[src/rtl/mw_pkg.sv]
package mw_pkg;

    localparam int FIELD_W = 8;

    typedef enum logic [2:0] {
        ST_IDLE,
        ST_OPC,
        ST_FLD,
        ST_DAT,
        ST_RD,
        ST_HOLD
    } mw_state_e;

    localparam logic [1:0] OPC_EXT  = 2'b00;
    localparam logic [1:0] OPC_WR   = 2'b01;
    localparam logic [1:0] OPC_RD   = 2'b10;
    localparam logic [1:0] OPC_ER   = 2'b11;

    localparam logic [1:0] EXT_WDIS = 2'b00;
    localparam logic [1:0] EXT_WALL = 2'b01;
    localparam logic [1:0] EXT_EALL = 2'b10;
    localparam logic [1:0] EXT_WEN  = 2'b11;

endpackage

[src/rtl/mw_sk_edge.sv]
module mw_sk_edge (
    input  logic clk,
    input  logic rst_n,
    input  logic sk_i,
    output logic rise_o
);

    logic sk_d, sk_q;

    always_comb begin
        sk_d   = sk_i;
        rise_o = sk_i & ~sk_q;
    end

    always_ff @(posedge clk or negedge rst_n) begin
        if (!rst_n) sk_q <= 1'b0;
        else        sk_q <= sk_d;
    end

endmodule

[src/rtl/mw_prog_timer.sv]
module mw_prog_timer #(
    parameter int CYCLES = 500000
) (
    input  logic clk,
    input  logic rst_n,
    input  logic start_i,
    output logic busy_o,
    output logic done_o
);

    localparam int CNT_W = $clog2(CYCLES + 1);

    logic [CNT_W-1:0] cnt_d, cnt_q;
    logic             busy_d, busy_q;

    always_comb begin
        cnt_d  = cnt_q;
        busy_d = busy_q;
        done_o = 1'b0;
        if (start_i) begin
            cnt_d  = CNT_W'(CYCLES - 1);
            busy_d = 1'b1;
        end else if (busy_q) begin
            if (cnt_q == '0) begin
                busy_d = 1'b0;
                done_o = 1'b1;
            end else begin
                cnt_d = cnt_q - CNT_W'(1);
            end
        end
    end

    always_ff @(posedge clk or negedge rst_n) begin
        if (!rst_n) begin
            cnt_q  <= '0;
            busy_q <= 1'b0;
        end else begin
            cnt_q  <= cnt_d;
            busy_q <= busy_d;
        end
    end

    assign busy_o = busy_q;

endmodule

[src/rtl/mw_array.sv]
module mw_array #(
    parameter int ADDR_W = 7,
    parameter int DATA_W = 16
) (
    input  logic              clk,
    input  logic              rst_n,
    input  logic              wr_en_i,
    input  logic              wr_all_i,
    input  logic [ADDR_W-1:0] wr_addr_i,
    input  logic [DATA_W-1:0] wr_data_i,
    input  logic [ADDR_W-1:0] rd_addr_i,
    output logic [DATA_W-1:0] rd_data_o
);

    localparam int WORDS = 1 << ADDR_W;

    logic [DATA_W-1:0] cells [WORDS];

    for (genvar g = 0; g < WORDS; g++) begin : g_word
        logic [DATA_W-1:0] word_d, word_q;

        always_comb begin
            word_d = word_q;
            if (wr_en_i && (wr_all_i || wr_addr_i == ADDR_W'(g)))
                word_d = wr_data_i;
        end

        always_ff @(posedge clk or negedge rst_n) begin
            if (!rst_n) word_q <= '1;
            else        word_q <= word_d;
        end

        assign cells[g] = word_q;
    end

    assign rd_data_o = cells[rd_addr_i];

endmodule

[src/rtl/mw_eeprom.sv]
module mw_eeprom #(
    parameter int ADDR_W      = 7,
    parameter int DATA_W      = 16,
    parameter int PROG_CYCLES = 500000
) (
    input  logic clk,
    input  logic rst_n,
    input  logic cs_i,
    input  logic sk_i,
    input  logic di_i,
    output logic do_o,
    output logic do_oe_o,
    output logic busy_o
);
    import mw_pkg::*;

    localparam int CNT_W = $clog2((DATA_W > FIELD_W) ? DATA_W : FIELD_W);

    typedef struct packed {
        mw_state_e          state;
        logic [1:0]         opc;
        logic [FIELD_W-1:0] fld;
        logic [DATA_W-1:0]  dat;
        logic [CNT_W-1:0]   cnt;
        logic [ADDR_W-1:0]  addr;
        logic               wen;
        logic               dout;
        logic               pend_all;
        logic [ADDR_W-1:0]  pend_addr;
        logic [DATA_W-1:0]  pend_data;
    } mw_regs_t;

    mw_regs_t st_d, st_q;

    logic               sk_rise;
    logic               tmr_busy, tmr_done;
    logic               prog_start;
    logic               mem_we, mem_all;
    logic [ADDR_W-1:0]  mem_addr;
    logic [DATA_W-1:0]  mem_wdata, mem_rdata;
    logic [FIELD_W-1:0] fld_nx;
    logic [DATA_W-1:0]  dat_nx;

    mw_sk_edge u_edge (
        .clk   (clk),
        .rst_n (rst_n),
        .sk_i  (sk_i),
        .rise_o(sk_rise)
    );

    mw_prog_timer #(.CYCLES(PROG_CYCLES)) u_timer (
        .clk    (clk),
        .rst_n  (rst_n),
        .start_i(prog_start),
        .busy_o (tmr_busy),
        .done_o (tmr_done)
    );

    mw_array #(.ADDR_W(ADDR_W), .DATA_W(DATA_W)) u_array (
        .clk      (clk),
        .rst_n    (rst_n),
        .wr_en_i  (mem_we),
        .wr_all_i (mem_all),
        .wr_addr_i(mem_addr),
        .wr_data_i(mem_wdata),
        .rd_addr_i(st_q.addr),
        .rd_data_o(mem_rdata)
    );

    always_comb begin
        st_d       = st_q;
        prog_start = 1'b0;
        fld_nx     = {st_q.fld[FIELD_W-2:0], di_i};
        dat_nx     = {st_q.dat[DATA_W-2:0], di_i};

        if (!cs_i) begin
            st_d.state = ST_IDLE;
            st_d.dout  = 1'b0;
        end else if (sk_rise) begin
            case (st_q.state)
                ST_IDLE: begin
                    if (di_i && !tmr_busy) begin
                        st_d.state = ST_OPC;
                        st_d.cnt   = '0;
                    end
                end
                ST_OPC: begin
                    st_d.opc = {st_q.opc[0], di_i};
                    if (st_q.cnt == CNT_W'(1)) begin
                        st_d.state = ST_FLD;
                        st_d.cnt   = '0;
                    end else begin
                        st_d.cnt = st_q.cnt + CNT_W'(1);
                    end
                end
                ST_FLD: begin
                    st_d.fld = fld_nx;
                    if (st_q.cnt == CNT_W'(FIELD_W - 1)) begin
                        st_d.cnt   = '0;
                        st_d.addr  = fld_nx[ADDR_W-1:0];
                        st_d.state = ST_HOLD;
                        case (st_q.opc)
                            OPC_RD: begin
                                st_d.state = ST_RD;
                                st_d.dout  = 1'b0;
                                st_d.cnt   = CNT_W'(DATA_W - 1);
                            end
                            OPC_WR: begin
                                st_d.state    = ST_DAT;
                                st_d.pend_all = 1'b0;
                            end
                            OPC_ER: begin
                                if (st_q.wen) begin
                                    prog_start     = 1'b1;
                                    st_d.pend_all  = 1'b0;
                                    st_d.pend_addr = fld_nx[ADDR_W-1:0];
                                    st_d.pend_data = '1;
                                end
                            end
                            default: begin
                                case (fld_nx[FIELD_W-1 -: 2])
                                    EXT_WEN:  st_d.wen = 1'b1;
                                    EXT_WDIS: st_d.wen = 1'b0;
                                    EXT_WALL: begin
                                        st_d.state    = ST_DAT;
                                        st_d.pend_all = 1'b1;
                                    end
                                    default: begin
                                        if (st_q.wen) begin
                                            prog_start     = 1'b1;
                                            st_d.pend_all  = 1'b1;
                                            st_d.pend_data = '1;
                                        end
                                    end
                                endcase
                            end
                        endcase
                    end else begin
                        st_d.cnt = st_q.cnt + CNT_W'(1);
                    end
                end
                ST_DAT: begin
                    st_d.dat = dat_nx;
                    if (st_q.cnt == CNT_W'(DATA_W - 1)) begin
                        st_d.state = ST_HOLD;
                        if (st_q.wen) begin
                            prog_start     = 1'b1;
                            st_d.pend_addr = st_q.addr;
                            st_d.pend_data = dat_nx;
                        end
                    end else begin
                        st_d.cnt = st_q.cnt + CNT_W'(1);
                    end
                end
                ST_RD: begin
                    st_d.dout = mem_rdata[st_q.cnt];
                    if (st_q.cnt == '0) begin
                        st_d.cnt  = CNT_W'(DATA_W - 1);
                        st_d.addr = st_q.addr + ADDR_W'(1);
                    end else begin
                        st_d.cnt = st_q.cnt - CNT_W'(1);
                    end
                end
                default: ;
            endcase
        end

        mem_we    = prog_start | tmr_done;
        mem_all   = prog_start ? st_d.pend_all  : st_q.pend_all;
        mem_addr  = prog_start ? st_d.pend_addr : st_q.pend_addr;
        mem_wdata = prog_start ? '1             : st_q.pend_data;
    end

    always_ff @(posedge clk or negedge rst_n) begin
        if (!rst_n) begin
            st_q       <= '0;
            st_q.state <= ST_IDLE;
        end else begin
            st_q <= st_d;
        end
    end

    mw_state_e cur_state;
    logic      wen_now;

    assign cur_state = st_q.state;
    assign wen_now   = st_q.wen;
    assign do_o      = st_q.dout;
    assign do_oe_o   = cs_i;
    assign busy_o    = tmr_busy;

endmodule

[config.mk]
export PLATFORM = sky130hd
export DESIGN_NAME = mw_eeprom
export DESIGN_NICKNAME = d
export VERILOG_FILES = /design/src/rtl/mw_pkg.sv /design/src/rtl/mw_sk_edge.sv /design/src/rtl/mw_prog_timer.sv /design/src/rtl/mw_array.sv /design/src/rtl/mw_eeprom.sv
export SDC_FILE = /design/constraint.sdc
export NUM_CORES = 2
export LEC_CHECK = 0
export ABC_AREA = 1
export BUFFER_PORTS_ARGS = -buffer_cell sky130_fd_sc_hd__clkbuf_2
export CORE_ASPECT_RATIO = 1.2
export CORE_MARGIN = 2
export CORE_UTILIZATION = 39
export CTS_CLUSTER_DIAMETER = 120
export DETAILED_ROUTE_END_ITERATION = 10
export PLACE_DENSITY_LB_ADDON = 0.3
export REMOVE_ABC_BUFFERS = 1
export SLEW_MARGIN = 40
export SYNTH_ARGS = -nofsm -noshare
export SYNTH_HDL_FRONTEND = slang
export SYNTH_HIERARCHICAL = 1
export SYNTH_SLANG_ARGS = --single-unit
[constraint.sdc]
create_clock -name clk -period 6.06 [get_ports clk]
set_input_delay 1.212 -clock clk [delete_from_list [all_inputs] [get_ports clk]]
set_output_delay 1.212 -clock clk [all_outputs]
set_load 0.05 [all_outputs]
==> flow_summary.ini <==
[cells_and_area]
drive_gt1_share_pct = 23.1
layout.nets = 11800
fill_cells = 25700
layout_common_cells = nand2_1, o21ai_0, nand3_1, dfstp_2, buf_4
post-route-util_pct = 43.0
area_growth_pct = 9.63
final_common_cell = nand2_1

[routing]
wire_per_inst_um = 20.3
vias_per_cell = 5.40
drt_wl_total_um = 312000
postRouteAntennaNets = 0
drtIter0Drc = 8093
drt_pass1_iterations = 8
drc = 0
vias = 83000

[sta]
finalHoldViolations = 0
rsz0062_at_grt = false
finalSetupTns_ps = 0
period_share_pct = 75.3
fmax_ghz = 0.219
slew_violations = 0
finalSetupViolCount = 0
post-route-min-period_ps = 4560
slew-limit-headroom_pct = 39.5
finClkSkew_ps = 66.6
tightest_slew_ps = 905

[clock_network]
htreeDepth = 4
cts_root_buffer = clkbuf_16
clockBufferDepth = 4
numCtsBuffers = 222
hold_buffers = 0
cts_setup_buffers = 0
clk_pin_slew_ps = 60
cts_tree = done
numClockSinks = 2133
cts_resized = 0
worstSkewPairLatency_ps = 900

[worst_setup_path]
cp-start-kind = register
reg2reg_slack_ps = 1500
r2r_start = st_q[33]
path_class = register to register
cp_data_required_time_ps = 6840
crit_arrival_ps = 5340
worstSetupEndpointType = register
setup.worst_path.start = st_q[33]
worst-path-max-fanout = 64

[pwr]
seqPwrFrac_pct = 43.4
p_switching_mw = 9.93
design_power_total_mw = 33.6
vdd.ir_drop.worst_mv = 0.241
p_clk_share_pct = 41.4
power_density_mw_per_mm2 = 303
p_int_mw = 23.7
power_leakage_nw = 39.0
power_frac_comb_pct = 15.1
swShare_pct = 29.5

[synthesis]
ys.flop_type = dfstp_2
synth_enable_flop_cells = 0
synth_cells = 12400
avgSynthCellArea_um2 = 8.15
seq_area_frac_synth_pct = 55.3
synth_cell_types = 39
synthesis.area_mm2 = 0.101
ys_seq_elements = 2133
async_flop_share_pct = 100
ys_warn_count = 6

[floorplanning]
boundaryPins = 8
die_x_um = 469
placementRows = 204
start_util_pct = 39.2
die_h_um = 562
core_area_mm2 = 0.258
die-area_mm2 = 0.263

[placement]
gp_congestion = 0.944
portBuffers = 7
dp_hpwl_um = 180000

[global_route]
globalRouteOverflowTotal = 0
grt_pass1_vias = 79000
grt_max_degree = 153
antenna_found_initial = 3
grt_pass1_wl_um = 485000
grt.total_usage_pct = 23.3

[run]
maxCapViolCount = 0

[outcome]
status = completed

[worst_hold_path]
min-delay-start = sk_i
hold_path.class = input pin to register
flip-flops by register name, summed over array words and instances, names as in the netlist:
name,flops
u_array/g_word.word_q,2048
st_q,37
u_timer/cnt_q,19
dat_nx,15
fld_nx,7
cur_state,3
do_o,1
u_edge/sk_q,1
u_timer/busy_o,1
wen_now,1
cell type report:
cell class                 instances  area [µm²]  share of cell area (%)
clock inverter                    76         930                   0.839
tap                             3399        4250                    3.84
inverter                         113         510                   0.461
sequential                      2133       56000                    50.5
antenna                            4        10.0                 0.00903
multi-input combinational       9040       39900                    36.0
timing repair buffer             285        2830                    2.56
clock buffer                     322        6420                    5.80
power groups by stage:
stage	clock, mW	combinational [mW]	sequential, mW
2_1_floorplan	0	2.47	15.1
3_3_place_gp	0	4.96	14.8
3_5_place_dp	0	4.98	14.8
4_1_cts	14.3	4.99	14.6
5_1_grt	14.8	5.38	14.6
6_report	13.9	5.09	14.6
through the flow:
step           cells  setup slack (ps)  hold WS, ps  cell area [µm²]
6_report       15400              1500          465           111000
5_1_grt        15400              1180          455           111000
4_1_cts        15400              1450          407           111000
3_5_place_dp   15000               879          465           103000
3_3_place_gp   15000               969          460           103000
2_1_floorplan  11300            -51250          442            96200
synthesized netlist by cell type (10+ instances only):
cell / instances / area (µm²)
inv_1: 97 / 364
buf_2: 425 / 2130
clkbuf_2: 16 / 80.1
nor2_1: 56 / 210
buf_1: 73 / 274
a21oi_1: 22 / 110
o21ai_1: 81 / 405
ha_1: 14 / 175
nand3_1: 2077 / 10400
o211ai_1: 12 / 90.1
nor2_2: 10 / 62.6
o21ai_0: 2171 / 10900
dfrtp_1: 85 / 2130
dfstp_2: 2048 / 53800
inv_2: 15 / 56.3
nand2_1: 4537 / 17000
buf_4: 13 / 97.6
clkbuf_1: 588 / 2210
or2_1: 17 / 106
critical path, cell delays in order (launching register included):
cell and delay [ps]:
dfrtp_1 640, ha_1 260, nand2_2 80, nor2_2 200, nand2_4 150, nor2_8 280, inv_2 100, a21oi_4 340
buf_4 400, nor3_1 120, nand3_2 110, nor2_1 70, or2_4 380, buf_12 270, nand2_1 480, buf_4 300
nand2_1 60, o21ai_0 70
layer usage:
layer	up-vias	track usage (%)	share of wire, %
met5	-	0	0.0035
met4	2	9.51	4.1
met3	517	2.78	5.8
met2	2394	37.7	47
met1	40500	31.7	43
li1	39600	-	-
cells by family after synthesis:
kind of cell	after synthesis	synth area share [%]
buffers and inverters	1234	5.23
adders and majority gates	14	0.173
xor gates and xnor gates	8	0.0693
AOI/OAI and AO/OA	2297	11.4
and+or+nand+nor	6721	27.7
DFF	2133	55.3
worst paths after layout:
| path | endpoint | depth (start not counted) |
|---|---|---|
| max | u_array/g_word[67].word_q[9] | 17 |
| min reg2reg | u_array/g_word[21].word_q[2] | 2 |
| max in group asynchronous | u_array/g_word[18].word_q[15] | 3 |
| min in group asynchronous | u_array/g_word[98].word_q[14] | 1 |
| max reg2reg | u_array/g_word[67].word_q[9] | 17 |
| min | u_edge/sk_q | 1 |
(Power assumes the default switching activity.)
